<file path="config.mk">
export PLATFORM = sky130hd
export DESIGN_NAME = snand_frame_engine
export DESIGN_NICKNAME = d
export VERILOG_FILES = /design/src/rtl/snand_frame_engine.sv
export SDC_FILE = /design/constraint.sdc
export NUM_CORES = 1
export LEC_CHECK = 0
export BUFFER_PORTS_ARGS = -buffer_cell sky130_fd_sc_hd__buf_4
export CAP_MARGIN = 0
export CORE_UTILIZATION = 54
export CTS_CLUSTER_SIZE = 16
export DETAILED_ROUTE_END_ITERATION = 7
export PLACE_DENSITY = 0.88
export SYNTH_ARGS = -nofsm -noshare
export SYNTH_HDL_FRONTEND = slang
export SYNTH_SLANG_ARGS = --single-unit
</file>
<file path="constraint.sdc">
create_clock -name clk -period 2.52 [get_ports clk]
set_input_delay 0.126 -clock clk [delete_from_list [all_inputs] [get_ports clk]]
set_output_delay 0.126 -clock clk [all_outputs]
set_load 0.005 [all_outputs]
</file>
<file path="src/rtl/snand_frame_engine.sv">
module snand_frame_engine #(
  parameter int CLK_DIV  = 2,
  parameter int CS_SETUP = 1,
  parameter int CS_HOLD  = 1,
  parameter int LEN_W    = 12
) (
  input  logic             clk,
  input  logic             rst_n,
  input  logic             req_valid,
  input  logic [7:0]       req_opcode,
  input  logic [1:0]       req_fmt,
  input  logic [1:0]       req_naddr,
  input  logic [23:0]      req_addr,
  input  logic [15:0]      req_row,
  input  logic [15:0]      req_col,
  input  logic [1:0]       req_ndummy,
  input  logic             req_rx,
  input  logic [LEN_W-1:0] req_len,
  output logic             busy,
  output logic             done,
  input  logic [7:0]       tx_data,
  input  logic             tx_valid,
  output logic             tx_ready,
  output logic [7:0]       rx_data,
  output logic             rx_valid,
  input  logic             rx_ready,
  output logic             sclk,
  output logic             cs_n,
  output logic             mosi,
  input  logic             miso
);

  localparam int SETUP_CYC = CS_SETUP * 2 * CLK_DIV;
  localparam int HOLD_CYC  = CS_HOLD * 2 * CLK_DIV;
  localparam int MAX_CYC   = (SETUP_CYC > HOLD_CYC) ? SETUP_CYC : HOLD_CYC;
  localparam int TMR_W     = $clog2(MAX_CYC + 1);

  typedef enum logic [2:0] {S_IDLE, S_SETUP, S_LOAD, S_BIT, S_RXW, S_HOLD} state_t;

  state_t           st;
  logic [TMR_W-1:0] tmr;
  logic             ph, rx_mode, cur_rx;
  logic [2:0]       bitc, hcnt;
  logic [7:0]       sh, rsh;
  logic [55:0]      hdr;
  logic [LEN_W-1:0] dcnt;
  logic [23:0]      a_bytes;
  logic [1:0]       a_n;
  logic [7:0]       col_hi;

  assign col_hi = req_col[15:8] | {3'b000, req_row[6], 4'b0000};

  always_comb begin
    a_bytes = 24'hFFFFFF;
    a_n     = 2'd0;
    case (req_fmt)
      2'd0: begin
        a_n = req_naddr;
        case (req_naddr)
          2'd1:    a_bytes = {req_addr[7:0], 16'hFFFF};
          2'd2:    a_bytes = {req_addr[15:0], 8'hFF};
          2'd3:    a_bytes = req_addr;
          default: a_bytes = 24'hFFFFFF;
        endcase
      end
      2'd1: begin a_n = 2'd3; a_bytes = {8'h00, req_row}; end
      2'd2: begin a_n = 2'd3; a_bytes = {col_hi, req_col[7:0], 8'hFF}; end
      default: begin a_n = 2'd2; a_bytes = {col_hi, req_col[7:0], 8'hFF}; end
    endcase
  end

  assign busy     = (st != S_IDLE);
  assign cs_n     = ~busy;
  assign sclk     = ph;
  assign mosi     = sh[7];
  assign tx_ready = (st == S_LOAD) && (hcnt == 3'd0) && (dcnt != '0) && !rx_mode;

  always_ff @(posedge clk) begin
    if (!rst_n) begin
      st       <= S_IDLE;
      tmr      <= '0;
      ph       <= 1'b0;
      bitc     <= 3'd0;
      hcnt     <= 3'd0;
      sh       <= 8'hFF;
      rsh      <= 8'h00;
      hdr      <= '1;
      dcnt     <= '0;
      rx_mode  <= 1'b0;
      cur_rx   <= 1'b0;
      rx_data  <= 8'h00;
      rx_valid <= 1'b0;
      done     <= 1'b0;
    end else begin
      done <= 1'b0;
      case (st)
        S_IDLE: if (req_valid) begin
          hdr     <= {req_opcode, a_bytes, 24'hFFFFFF};
          hcnt    <= 3'd1 + {1'b0, a_n} + {1'b0, req_ndummy};
          dcnt    <= req_len;
          rx_mode <= req_rx;
          tmr     <= TMR_W'(SETUP_CYC - 1);
          st      <= S_SETUP;
        end
        S_SETUP: if (tmr == '0) st <= S_LOAD; else tmr <= tmr - 1'b1;
        S_LOAD: begin
          tmr <= TMR_W'(CLK_DIV - 1);
          if (hcnt != 3'd0) begin
            sh     <= hdr[55:48];
            hdr    <= {hdr[47:0], 8'hFF};
            hcnt   <= hcnt - 3'd1;
            cur_rx <= 1'b0;
            st     <= S_BIT;
          end else if (dcnt != '0) begin
            if (rx_mode) begin
              sh     <= 8'hFF;
              cur_rx <= 1'b1;
              dcnt   <= dcnt - 1'b1;
              st     <= S_BIT;
            end else if (tx_valid) begin
              sh     <= tx_data;
              cur_rx <= 1'b0;
              dcnt   <= dcnt - 1'b1;
              st     <= S_BIT;
            end
          end else begin
            tmr <= TMR_W'(HOLD_CYC - 1);
            st  <= S_HOLD;
          end
        end
        S_BIT: begin
          if (tmr != '0) tmr <= tmr - 1'b1;
          else begin
            tmr <= TMR_W'(CLK_DIV - 1);
            if (!ph) begin
              ph  <= 1'b1;
              rsh <= {rsh[6:0], miso};
            end else begin
              ph <= 1'b0;
              if (bitc == 3'd7) begin
                bitc <= 3'd0;
                if (cur_rx) begin
                  rx_data  <= rsh;
                  rx_valid <= 1'b1;
                  st       <= S_RXW;
                end else st <= S_LOAD;
              end else begin
                bitc <= bitc + 3'd1;
                sh   <= {sh[6:0], 1'b1};
              end
            end
          end
        end
        S_RXW: if (rx_ready) begin
          rx_valid <= 1'b0;
          st       <= S_LOAD;
        end
        S_HOLD: if (tmr == '0) begin
          st   <= S_IDLE;
          done <= 1'b1;
        end else tmr <= tmr - 1'b1;
        default: st <= S_IDLE;
      endcase
    end
  end

endmodule

</file>
==> impl_metrics.csv, run 1 <==
group,metric,value,unit
placed_design,dpl_worst_slack,0.278,ns
status,status,"finished, final reports clean",
placed_design,place_inst,795,
drt,drt_pass1_iterations,5,
cts,cts_buffers,9,
floorplan,initial_core_util,0.568,
cts,cts.reportedPaths.clkPinSlew,0.10,ns
global_route,grt_pass1_wl,20200,um
drt,drcViolationCount,0,
placed_design,io_buffers,111,
timing,holdWs,0.0164,ns
drt,wire_per_inst,15.5,um
floorplan,dieArea,0.00920,sq mm
cts,clk_path_buf_depth,2,
synthesis,ys.flop_type,"dfxtp_1",
synthesis,synth_cells,612,
synthesis,avgSynthCellArea,7.78,sq um
cts,clk-insertion-delay-late,0.36,ns
drt,drt-total-wl,12500,um
timing,layout_worst_path_cycle_share,0.917,
drt,vias,4926,
finish,mostFrequentLayoutCells,"buf_4 (129), nand2_1 (90), dfxtp_1 (85)",
finish,layout_commonest_cell,"buf_4",
timing,max-slew-margin-rel,0.549,
finish,syn_to_final_growth,23.1,%
global_route,grt_pass1_vias,4421,
floorplan,rows,33,
synthesis,synth_edf_count,0,
placed_design,gp_congestion,0.919,
floorplan,die_height,95.9,um
timing,grt_setup_unrepaired,"false",
floorplan,chipWidth,95.9,um
timing,tns,0,ns
critical_path,worst_setup_path_start_kind,"flip-flop",
synthesis,synth-seq-cells,85,
global_route,grt.total_usage,0.281,
cts,htreeDepth,3,
timing,max_freq,433,MHz
timing,setup_viol,0,
floorplan,io_pins,112,
cts,cts_sinks,85,
synthesis,synthDistinctLibCells,60,
drt,ant_nets,0,
finish,layout.cells.non_filler,811,
synthesis,yosys.area.top_type,"dfxtp_1",
global_route,grt_max_degree,61,
critical_path,critPathKind,"reg2reg",
critical_path,critPathArrivalTime,2.56,ns
finish,fin_nets,810,
critical_path,crit_fanout,15,
synthesis,yosys_warnings,0,
cts,post_cts_buffers,0,
drt,via_per_inst,6.07,
flow_run,cap_violations,0,
finish,antenna_cells,0,
critical_path,required,2.77,ns
pwr,ir_worst_vdd,0.000476,V
global_route,antenna_found_initial,0,
finish,fillerInstances,640,
pwr,power_density,949,mW/mm^2
synthesis,yosys-top-cells-area,"dfxtp_1 (36%), mux2i_1 (7.6%), nand2_1 (7.1%), o21ai_0 (5.3%), a21oi_1 (5.1%)",
finish,fin_util,0.700,
synthesis,synthArstFlopShare,0,
placed_design,post-dp-hpwl,8900,um
timing,report.final.hold_viol_count,0,
finish,multi_input_area,0.00280,sq mm
timing,worst_slack,0.210,ns
cts,cts_tree,"yes",
worst_hold_path,hp-class,"in2reg",
timing,slew_viol_final,0,
finish,drive_above_1_share,0.224,
critical_path,end_kind,"flip-flop",
drt,drtIter0Drc,357,
timing,finClkSkew,0.0115,ns
pwr,p_leak,2.45,nW
global_route,overflow,0,
synthesis,synth_top_area_frac,0.357,
timing,finalCriticalPeriod,2.31,ns
synthesis,yosysSeqAreaShare,0.357,
cts,clockRootBuffer,"clkbuf_8",
synthesis,synth_nets,721,
timing,worst_slew_pin_slew,0.674,ns
finish,regArea,0.00170,sq mm
floorplan,core,0.00838,sq mm
synthesis,syn_area,0.00476,sq mm
routing by layer:
| layer | global-route usage | vias up | routed length (um) |
|---|---|---|---|
| li1 | - | 2388 | - |
| met1 | 0.372 | 2256 | 5380 |
| met2 | 0.455 | 251 | 5780 |
| met3 | 0.0458 | 31 | 1130 |
| met4 | 0.113 | 0 | 259 |
| met5 | 0 | - | 0 |
through the flow:
stage	instance area [sq um]	total power, W
3_3_place_gp	5670	0.00450
5_1_grt	5860	0.00600
3_5_place_dp	5670	0.00459
4_1_cts	5860	0.00553
6_report	5860	0.00557
2_1_floorplan	4760	0.00384
sequential cells by signal, summed over array words and instances (netlist names):
| register | cells |
|---|---|
| bitc | 3 |
| cur_rx | 1 |
| dcnt | 12 |
| done | 1 |
| hcnt | 3 |
| hdr | 32 |
| rsh | 8 |
| rx_data | 8 |
| rx_mode | 1 |
| rx_valid | 1 |
| sclk | 1 |
| sh | 8 |
| st | 3 |
| tmr | 3 |
cell type report:
| class | count | area share |
|---|---|---|
| Clock buffer | 9 | 0.0211 |
| Clock inverter | 7 | 0.0111 |
| Inverter | 14 | 0.00896 |
| Multi-Input combinational cell | 461 | 0.478 |
| Sequential cell | 85 | 0.290 |
| Tap cell | 105 | 0.0224 |
| Timing Repair Buffer | 130 | 0.169 |
critical path: stages, from the launching register on:
cell	delay [ns]
dfxtp_1	0.64
and3b_1	0.48
and3_1	0.26
and3_1	0.51
mux2i_1	0.26
nor2_1	0.06
Yosys cell counts (all sizes together), types with 2 or more instances:
cell type / instances
a221o: 8
ha: 11
clkbuf: 42
a21oi: 49
nand3b: 4
mux2i: 36
nor4b: 2
nor3: 11
o311ai: 15
o21ai: 50
and3: 4
o22ai: 2
nor2b: 3
nand2: 90
inv: 13
o31a: 2
o211ai: 20
a211oi: 6
nor4: 4
a221oi: 7
buf: 10
nand3: 7
a211o: 8
a31oi: 5
dfxtp: 85
or3b: 2
a21o: 3
or2: 4
nand4: 9
nand2b: 13
o31ai: 3
nor2: 62
nor3b: 3
path summary, 6_finish.rpt:
check                     start                      end  slack, ns  cells after the start
max          st[0]$_SDFFE_PN0P_  rx_data[4]$_SDFFE_PN0P_       0.21                      5
min                        miso      rsh[0]$_SDFFE_PN0P_       0.02                      3
max reg2reg  st[0]$_SDFFE_PN0P_  rx_data[4]$_SDFFE_PN0P_       0.21                      5
min reg2reg  sh[6]$_SDFFE_PN1P_       sh[6]$_SDFFE_PN1P_       0.48                      1
kinds of logic (layout without fill, tap and decap cells):
family / after synthesis / in the layout / share of synthesized area
compound gates: 188 / 188 / 0.258
xor+xnor: 1 / 1 / 0.00184
fa+ha+maj: 12 / 12 / 0.0331
buf+inv: 66 / 160 / 0.0559
flops: 85 / 85 / 0.357
mux: 37 / 37 / 0.0780
simple gates: 223 / 223 / 0.216
power by group:
group / switching, W / internal, W
registers: 0.000275 / 0.00169
logic: 0.00154 / 0.00113
clock network: 0.000553 / 0.000384
repair_timing:
action                     CTS  global route
hold buffers                 0             0
gates resized for setup      0             1
setup endpoints to repair    0             1
No activity file was read; power rests on OpenSTA's default activity.
==> run 2: changes to the inputs <==
- CELL_PAD_IN_SITES_DETAIL_PLACEMENT: not set -> 1
- CELL_PAD_IN_SITES_GLOBAL_PLACEMENT: not set -> 1
- CORE_UTILIZATION: 54 -> 30
- PLACE_DENSITY: 0.88 -> 0.72
==> impl_metrics.csv, run 2 (synthesized netlist as in run 1, its figures left out) <==
group,metric,value,unit
critical_path,crit_fanout,15,
global_route,grt_pass1_vias,4967,
timing,slew_viol_final,0,
flow_run,cap_violations,0,
drt,wl_met1,7150,um
finish,drive_above_1_share,0.226,
critical_path,r2r_cells,6,
cts,clockRootBuffer,"clkbuf_16",
drt,top_layer,"met4",
placed_design,io_buffers,111,
critical_path,r2r-end,"rx_data[6]$_SDFFE_PN0P_",
cts,cts.reportedPaths.clkPinSlew,0.06,ns
timing,layout_worst_path_cycle_share,0.891,
timing,finalCriticalPeriod,2.24,ns
floorplan,core,0.0154,sq mm
global_route,grt.total_usage,0.193,
global_route,overflow,0,
global_route,grt_pass1_wl,25200,um
critical_path,worst_setup_path_start_kind,"flip-flop",
critical_path,required,2.75,ns
pwr,p_total,0.00601,W
critical_path,critPathArrivalTime,2.47,ns
timing,max_freq,445,MHz
floorplan,rows,45,
critical_path,r2r_slack,0.28,ns
critical_path,max_stage_delay,0.66,ns
floorplan,io_pins,112,
critical_path,end_kind,"flip-flop",
finish,largest_reg_flops,32,
timing,worst_slew_pin_slew,0.683,ns
placed_design,post-dp-hpwl,11200,um
timing,max-slew-margin-rel,0.543,
drt,vias,4829,
worst_hold_path,whs_path_depth,3,
critical_path,critPathBufInv,1,
placed_design,gp_congestion,0.813,
drt,wire_per_inst,16.6,um
cts,cts_tree,"yes",
drt,drt_pass1_iterations,4,
critical_path,worst_path_most_repeated_cell,"and3_1",
global_route,antenna_found_initial,0,
pwr,ir_worst_vdd,0.000453,V
timing,report.final.hold_viol_count,0,
cts,htreeDepth,3,
drt,ant_nets,0,
pwr,p_leak,2.51,nW
cts,cts_buffers,9,
timing,finClkSkew,0.00677,ns
status,status,"finished, final reports clean",
cts,clk-insertion-delay-late,0.35,ns
critical_path,worstReg2RegStart,"st[0]$_SDFFE_PN0P_",
timing,setup_viol,0,
critical_path,cp_slowest_cell,"dfxtp_1",
floorplan,initial_core_util,0.310,
cts,clk_path_buf_depth,2,
finish,reg_top3,"hdr x32, dcnt x12",
finish,antenna_cells,0,
timing,tns,0,ns
finish,regMostFlops,"hdr",
drt,drcViolationCount,0,
critical_path,cp_top_family,"simple AND/OR/NAND/NOR gates",
critical_path,critPathKind,"reg2reg",
worst_hold_path,hp-class,"in2reg",
drt,wl_met3,603,um
pwr,power_density,982,mW/mm^2
cts,post_cts_buffers,0,
finish,syn_to_final_growth,28.5,%
finish,fin_nets,813,
global_route,grt_max_degree,61,
drt,drt-total-wl,15300,um
floorplan,dieArea,0.0164,sq mm
drt,via_per_inst,5.25,
finish,mostFrequentLayoutCells,"buf_4 (132), nand2_1 (90), dfxtp_1 (85)",
finish,layout_commonest_cell,"buf_4",
worst_hold_path,min_to,"rsh[0]$_SDFFE_PN0P_",
floorplan,die_height,128,um
cts,cts_sinks,85,
drt,route.met2.wl,7280,um
timing,holdWs,0.0416,ns
critical_path,worstPathCellList,"and3b_1 > and3_1 > and3_1 > buf_4 > mux2i_1 > nor2_1",
worst_hold_path,hold_start,"miso",
timing,grt_setup_unrepaired,"false",
floorplan,chipWidth,128,um
drt,drtIter0Drc,245,
-- run 2: changes by cell type in the layout (fill, tap and decap cells not counted), moves of 2 or more --
cell	previous run	this run
inv_6	3	0
inv_8	2	0
buf_4	129	132
clkbuf_16	0	9
clkbuf_8	9	2
-- run 2: worst reg2reg max path, stage by stage (launching register included) --
cell and delay [ns]:
dfxtp_1 0.66, and3b_1 0.54, and3_1 0.28, and3_1 0.17
buf_4 0.20, mux2i_1 0.23, nor2_1 0.05
-- run 2: where the power goes --
| part | total (W) | switching, W | internal, W |
|---|---|---|---|
| Sequential | 0.00196 | 0.000263 | 0.00169 |
| Combinational | 0.00277 | 0.00163 | 0.00114 |
| Clock | 0.00129 | 0.000560 | 0.000726 |
| Total | 0.00601 | 0.00245 | 0.00356 |
-- run 2: metal layers --
| metal | vias to the layer above | global-route usage |
|---|---|---|
| met1 | 2298 | 0.252 |
| met3 | 15 | 0.0271 |
| met5 | - | 0 |
| met2 | 119 | 0.331 |
| met4 | 0 | 0.0574 |
| li1 | 2397 | - |
-- run 2: metrics by stage --
| stage | cell area, sq um | std cells | utilization | worst slack, ns |
|---|---|---|---|---|
| floorplan | 4760 | 612 | - | 0.297 |
| global placement | 5830 | 904 | 0.379 | 0.341 |
| detailed placement | 5830 | 904 | 0.379 | 0.183 |
| CTS | 6120 | 920 | 0.398 | 0.141 |
| global route | 6120 | 920 | 0.398 | 0.122 |
| finish | 6120 | 920 | 0.398 | 0.275 |
-- run 2: worst max path at each step --
stage / start / end / slack, ns / cells past startpoint
6_report: st[0]$_SDFFE_PN0P_ / rx_data[6]$_SDFFE_PN0P_ / 0.28 / 6
5_1_grt: st[0]$_SDFFE_PN0P_ / rx_data[7]$_SDFFE_PN0P_ / 0.12 / 6
4_1_cts: dcnt[1]$_SDFFE_PN0P_ / sh[3]$_SDFFE_PN1P_ / 0.14 / 7
3_5_place_dp: dcnt[1]$_SDFFE_PN0P_ / sh[3]$_SDFFE_PN1P_ / 0.18 / 7
3_3_place_gp: dcnt[0]$_SDFFE_PN0P_ / sh[7]$_SDFFE_PN1P_ / 0.34 / 7
2_1_floorplan: req_fmt[1] / hcnt[1]$_SDFFE_PN0P_ / 0.30 / 11
-- run 2: area by class of cell --
| type | count | area [sq um] |
|---|---|---|
| fill | 1869 | 9250 |
| multi-input combinational | 461 | 2800 |
| sequential | 85 | 1700 |
| timing repair buffer | 133 | 1010 |
| tap | 211 | 264 |
| clock buffer | 12 | 256 |
| inverter | 14 | 52.6 |
| clock inverter | 4 | 32.5 |
-- run 2: repair_timing --
action / CTS / global route
setup endpoints to repair: 0 / 8
gates resized for setup: 0 / 1
hold buffers: 0 / 0
